--- src/rtl/marble_seq_pkg.sv ---
package marble_seq_pkg;
  localparam int unsigned NUM_RES  = 2;
  localparam int unsigned RES_BLUE = 0;
  localparam int unsigned RES_RED  = 1;

  typedef enum logic {
    MODE_BLUE = 1'b0,
    MODE_RED  = 1'b1
  } mode_e;
endpackage

--- src/rtl/token_pool.sv ---
module token_pool #(
  parameter int unsigned CNT_W = 8
) (
  input  logic             clk_i,
  input  logic             rst_ni,
  input  logic             load_i,
  input  logic [CNT_W-1:0] load_val_i,
  input  logic             take_i,
  output logic             fire_o,
  output logic             rel_o,
  output logic [CNT_W-1:0] cnt_o,
  output logic             starved_o
);
  logic [CNT_W-1:0] cnt_q;
  logic             rel_q, starved_q, empty;

  assign empty  = (cnt_q == '0);
  assign fire_o = take_i & ~empty;

  always_ff @(posedge clk_i or negedge rst_ni) begin
    if (!rst_ni) begin
      cnt_q     <= '0;
      rel_q     <= 1'b0;
      starved_q <= 1'b0;
    end else if (load_i) begin
      cnt_q     <= load_val_i;
      rel_q     <= 1'b0;
      starved_q <= 1'b0;
    end else begin
      rel_q <= fire_o;
      if (fire_o) cnt_q <= cnt_q - 1'b1;
      if (take_i && empty) starved_q <= 1'b1;
    end
  end

  assign rel_o     = rel_q;
  assign cnt_o     = cnt_q;
  assign starved_o = starved_q;
endmodule

--- src/rtl/phase_tracker.sv ---
module phase_tracker
  import marble_seq_pkg::*;
#(
  parameter int unsigned CNT_W   = 8,
  parameter int unsigned PHASE_W = 8
) (
  input  logic               clk_i,
  input  logic               rst_ni,
  input  logic               load_i,
  input  logic [CNT_W-1:0]   blue_load_i,
  input  logic [CNT_W-1:0]   red_load_i,
  input  logic               blue_fire_i,
  input  logic               red_fire_i,
  input  logic [CNT_W-1:0]   blue_cnt_i,
  input  logic [CNT_W-1:0]   red_cnt_i,
  output logic               red_mode_o,
  output logic [PHASE_W-1:0] phase_o,
  output logic               done_o
);
  mode_e              mode_q;
  logic [PHASE_W-1:0] phase_q;
  logic               done_q;
  logic [CNT_W-1:0]   blue_after, red_after;

  // counts as they stand after this edge
  assign blue_after = blue_cnt_i - CNT_W'(blue_fire_i);
  assign red_after  = red_cnt_i  - CNT_W'(red_fire_i);

  always_ff @(posedge clk_i or negedge rst_ni) begin
    if (!rst_ni) begin
      mode_q  <= MODE_BLUE;
      phase_q <= '0;
      done_q  <= 1'b0;
    end else if (load_i) begin
      mode_q  <= MODE_BLUE;
      phase_q <= '0;
      done_q  <= (blue_load_i == '0) && (red_load_i == '0);
    end else if (blue_fire_i || red_fire_i) begin
      mode_q <= blue_fire_i ? MODE_BLUE : MODE_RED;
      if (blue_fire_i) phase_q <= phase_q + 1'b1;
      done_q <= (blue_after == '0) && (red_after == '0);
    end
  end

  assign red_mode_o = (mode_q == MODE_RED);
  assign phase_o    = phase_q;
  assign done_o     = done_q;
endmodule

--- src/rtl/marble_release_seq.sv ---
module marble_release_seq
  import marble_seq_pkg::*;
#(
  parameter int unsigned CNT_W   = 8,
  parameter int unsigned PHASE_W = 8
) (
  input  logic               clk_i,
  input  logic               rst_ni,
  input  logic               start_i,
  input  logic [CNT_W-1:0]   blue_load_i,
  input  logic [CNT_W-1:0]   red_load_i,
  input  logic               blue_hit_i,
  input  logic               red_hit_i,
  output logic               blue_release_o,
  output logic               red_release_o,
  output logic [CNT_W-1:0]   blue_left_o,
  output logic [CNT_W-1:0]   red_left_o,
  output logic               blue_starved_o,
  output logic               red_starved_o,
  output logic               red_mode_o,
  output logic [PHASE_W-1:0] phase_o,
  output logic               done_o
);
  logic [NUM_RES-1:0]            take, fire, rel, starved;
  logic [NUM_RES-1:0][CNT_W-1:0] load_val, cnt;

  // start wins over hits; blue wins over red
  assign take[RES_BLUE] = blue_hit_i & ~start_i;
  assign take[RES_RED]  = red_hit_i & ~blue_hit_i & ~start_i;

  assign load_val[RES_BLUE] = blue_load_i;
  assign load_val[RES_RED]  = red_load_i;

  for (genvar g = 0; g < NUM_RES; g++) begin : g_pool
    token_pool #(.CNT_W(CNT_W)) u_pool (
      .clk_i      (clk_i),
      .rst_ni     (rst_ni),
      .load_i     (start_i),
      .load_val_i (load_val[g]),
      .take_i     (take[g]),
      .fire_o     (fire[g]),
      .rel_o      (rel[g]),
      .cnt_o      (cnt[g]),
      .starved_o  (starved[g])
    );
  end

  phase_tracker #(.CNT_W(CNT_W), .PHASE_W(PHASE_W)) u_trk (
    .clk_i       (clk_i),
    .rst_ni      (rst_ni),
    .load_i      (start_i),
    .blue_load_i (blue_load_i),
    .red_load_i  (red_load_i),
    .blue_fire_i (fire[RES_BLUE]),
    .red_fire_i  (fire[RES_RED]),
    .blue_cnt_i  (cnt[RES_BLUE]),
    .red_cnt_i   (cnt[RES_RED]),
    .red_mode_o  (red_mode_o),
    .phase_o     (phase_o),
    .done_o      (done_o)
  );

  assign blue_release_o = rel[RES_BLUE];
  assign red_release_o  = rel[RES_RED];
  assign blue_left_o    = cnt[RES_BLUE];
  assign red_left_o     = cnt[RES_RED];
  assign blue_starved_o = starved[RES_BLUE];
  assign red_starved_o  = starved[RES_RED];
endmodule

--- config.mk ---
export PLATFORM = sky130hd
export DESIGN_NAME = marble_release_seq
export DESIGN_NICKNAME = d
export VERILOG_FILES = /design/src/rtl/marble_seq_pkg.sv /design/src/rtl/token_pool.sv /design/src/rtl/phase_tracker.sv /design/src/rtl/marble_release_seq.sv
export SDC_FILE = /design/constraint.sdc
export NUM_CORES = 1
export LEC_CHECK = 0
export BUFFER_PORTS_ARGS = -buffer_cell sky130_fd_sc_hd__buf_4
export CORE_MARGIN = 2
export CORE_UTILIZATION = 40
export CTS_BUF_LIST = sky130_fd_sc_hd__clkbuf_8
export DETAILED_ROUTE_END_ITERATION = 10
export PLACE_DENSITY = 0.67
export REMOVE_ABC_BUFFERS = 1
export SETUP_SLACK_MARGIN = 0.02
export SLEW_MARGIN = 20
export SYNTH_ARGS = -nofsm -noshare
export SYNTH_HDL_FRONTEND = slang
export SYNTH_SLANG_ARGS = --single-unit
--- constraint.sdc ---
create_clock -name clk_i -period 2.34 [get_ports clk_i]
set_input_delay 0.117 -clock clk_i [delete_from_list [all_inputs] [get_ports clk_i]]
set_output_delay 0.117 -clock clk_i [all_outputs]
set_load 0.05 [all_outputs]
==> flow_metrics.py <==
metrics = {
    "detailed_routing": {
        "viasPerCell": 5.43,
        "num_vias": 1656,
        "wl_per_cell_um": 14.8,
        "first_iter_violations": 85,
        "postRouteAntennaNets": 0,
        "routed_wl_um": 4520,
        "route.detailed.drc": 0,
        "dr.pass1.iters": 4,
    },
    "clocking": {
        "clkTransAtPathRegs_ps": 60,
        "cts_sinks": 30,
        "cts-htree-levels": 2,
        "clock_latency_ps": 280,
        "ctsRootBufferMaster": "clkbuf_8",
        "cts_buffer_depth": 2,
        "tritoncts": "built",
        "numCtsBuffers": 5,
    },
    "synthesis": {
        "synthFlopType": "dfrtp_1",
        "synth_cells": 192,
        "ys_warn_count": 0,
        "synth-seq-area-share_pct": 41.6,
        "synth_mux_area_share_pct": 2.98,
        "synth_compound_area_share_pct": 14.3,
        "async_reset_ff_share_pct": 100,
        "synthAdderAreaFrac_pct": 4.86,
        "synth_edf_count": 0,
        "synth-simple-area-share_pct": 24.5,
        "synth.distinct_cells": 42,
        "avgSynthCellArea_um2": 9.39,
        "synth_top_family_by_area": "simple AND/OR/NAND/NOR gates",
        "syn-cell-area_um2": 1800,
        "synthXorXnorAreaFrac_pct": 8.74,
        "ys_ff_latch": 30,
    },
    "power_and_ir_drop": {
        "power_mw": 1.53,
        "power_density_nw_per_um2": 638,
        "p_leak_nw": 1.08,
        "vdd_drop_max_mv": 0.379,
    },
    "sta": {
        "final.setup.tns_ps": 0,
        "maxSlewHeadroom_pct": 64.1,
        "report.final.slew_viol_count": 0,
        "hold_viol": 0,
        "fin_skew_ps": 2.49,
        "min_period_ps": 2230,
        "rsz0062_at_grt": "yes",
        "holdWs_ps": 62.7,
        "setup_viol": 0,
        "worst_slew_pin_slew_ps": 533,
        "fin_crit_sh_pct": 95.4,
        "max_freq_mhz": 448,
    },
    "critical_path": {
        "end_kind": "flip-flop",
        "required_ps": 2540,
        "path_max_fanout": 2,
        "r2r_setup_slack_ps": 110,
        "r2r-end": "u_trk.done_o",
        "crit_path_cell_trace": "or4_1 -> o31a_1 -> nor2b_1 -> ha_1 -> xor2_1 -> nor3_1 -> nand4bb_1 -> a21oi_1",
        "critPathSlowestCell": "or4_1",
        "reg2reg_depth": 8,
        "timing.rr.start": "g_pool[1].u_pool.cnt_o[4]",
        "critPathKind": "reg2reg",
        "start_kind": "flip-flop",
        "arrival_ps": 2440,
        "slowest_delay_ps": 540,
    },
    "global_routing": {
        "grt_overflow": 0,
        "grt_use_total_pct": 18.7,
        "first_global_vias": 1478,
        "grt_pass1_wl_um": 7310,
        "grt_max_degree": 32,
        "antenna_found_initial": 0,
    },
    "job": {
        "cap_viol_max_count": 0,
    },
    "floorplan": {
        "io_pins": 51,
        "die_y_um": 71.1,
        "dieArea_um2": 5060,
        "coreArea_um2": 4350,
        "die_x_um": 71.1,
        "fp-row-count": 24,
        "start_util_pct": 41.4,
    },
    "final_layout": {
        "nets": 282,
        "drive_gt1_share_pct": 31.6,
        "regArea_um2": 751,
        "antennaDiodeCount": 0,
        "fill_cells": 400,
        "syn_to_final_growth_pct": 33.3,
        "fin_util_pct": 55.2,
        "multi_input_area_um2": 1000,
        "final_area_um2": 2400,
    },
    "min_path": {
        "min_path_cells": 3,
        "hp-start": "blue_load_i[2]",
        "min_path_type": "in2reg",
        "holdPathEnd": "g_pool[0].u_pool.cnt_o[2]",
    },
    "placed_design": {
        "place_hpwl_um": 3400,
        "port_buffers": 50,
        "place_congestion": 0.854,
        "placed_cell_area_um2": 2310,
    },
    "outcome": {
        "status": "finished, final reports clean",
    },
}
cells by family (layout without fill, tap and decap cells):
group	count (synthesis)	after routing
AND/OR/NAND/NOR	81	81
AO/OA/AOI/OAI	37	37
flip-flops	30	30
XOR/XNOR	18	18
buffers and inverters	14	75
adder cells (fa/ha/maj)	7	7
multiplexers	5	5
per-stage QoR:
step,setup WS [ps],instances
global route,-22.6,305
finish,107,305
global placement,171,298
detailed placement,103,298
floorplan,-255,182
CTS,95.5,305
worst max-delay path, delay by kind of cell, from the launching register on:
| family | cells | cell delay, ps |
|---|---|---|
| AND/OR/NAND/NOR | 4 | 1030 |
| flip-flops | 1 | 370 |
| AO/OA/AOI/OAI | 2 | 450 |
| adder cells (fa/ha/maj) | 1 | 190 |
| XOR/XNOR | 1 | 140 |
cells in the mapped netlist (2+ instances only):
library cell	number	area (µm²)
inv_1	4	15.0
nor4_1	7	43.8
nor3_1	4	20.0
nand3_1	2	10.0
a21oi_1	4	20.0
nand2_1	17	63.8
xor2_1	12	105
ha_1	7	87.6
o21ai_0	11	55.1
nand2b_1	5	31.3
or3b_2	2	17.5
or4_1	6	45.0
clkbuf_1	8	30.0
nor2_1	19	71.3
o2111ai_1	3	26.3
nand4bb_1	2	22.5
mux2_2	3	33.8
dfrtp_1	30	751
o211ai_1	7	52.6
a211oi_1	2	15.0
mux2i_1	2	20.0
xnor2_1	6	52.6
and3_1	2	12.5
nor2b_1	5	31.3
or2_2	3	18.8
a2111oi_0	2	17.5
nor4b_1	2	17.5
repair_timing:
item,in CTS,in global routing
setup buffers,0,0
hold endpoints to repair,30,0
resized for setup,0,2
hold buffers,1,0
endpoints found under the setup margin,0,2
metal layers:
layer  routed length, µm  part of all wire [%]  vias up  track usage [%]
met3                 169                   3.7        4             3.85
met1                2230                    49      800             27.2
li1                    -                     -      820                -
met2                2070                    46       32             27.8
met5                   0                     0        -                0
met4                  46                   1.0        0             6.08
state kept, by name, indices dropped and copies added (netlist names):
| name | count |
|---|---|
| g_pool.u_pool.starved_o | 2 |
| g_pool.u_pool.cnt_o | 16 |
| u_trk.done_o | 1 |
| g_pool.u_pool.rel_o | 2 |
| u_trk.phase_o | 8 |
| u_trk.red_mode_o | 1 |
how the worst max path moves through the flow:
stage / to / depth (start not counted) / slack [ps] / startpoint
3_5_place_dp: u_trk.done_o / 10 / 100 / g_pool[0].u_pool.cnt_o[1]
4_1_cts: u_trk.done_o / 10 / 100 / g_pool[0].u_pool.cnt_o[1]
2_1_floorplan: u_trk.done_o / 10 / -250 / g_pool[0].u_pool.cnt_o[0]
5_1_grt: u_trk.done_o / 10 / -20 / g_pool[0].u_pool.cnt_o[1]
6_report: u_trk.done_o / 8 / 110 / g_pool[1].u_pool.cnt_o[4]
3_3_place_gp: u_trk.done_o / 8 / 170 / g_pool[1].u_pool.cnt_o[4]
layout by cell type (no fill, tap or decap), drive strengths merged, types with 2 or more instances in the layout:
cell type / instances
buf: 64
dfrtp: 30
nor2: 19
nand2: 17
xor2: 12
o21ai: 12
o211ai: 7
nor4: 7
ha: 7
or4: 6
xnor2: 6
clkbuf: 6
nand2b: 5
nor2b: 5
a21oi: 4
nor3: 4
inv: 4
o2111ai: 3
mux2: 3
or2: 3
or3b: 2
nor4b: 2
mux2i: 2
nand3: 2
nand4bb: 2
and3: 2
a211oi: 2
a2111oi: 2
final cells by class:
class	instances	area share [%]
Multi-Input combinational cell	148	41.6
Sequential cell	30	31.2
Timing Repair Buffer	65	20.4
Clock buffer	6	3.44
Tap cell	52	2.71
Inverter	4	0.625
power breakdown:
group | internal (mW) | switching (mW) | total [mW] | leakage (nW)
clock | 0.226 | 0.185 | 0.412 | 0.0431
combinational | 0.194 | 0.329 | 0.523 | 0.654
sequential | 0.560 | 0.0398 | 0.600 | 0.384
total | 0.980 | 0.554 | 1.53 | 1.08
(Power assumes the default switching activity.)
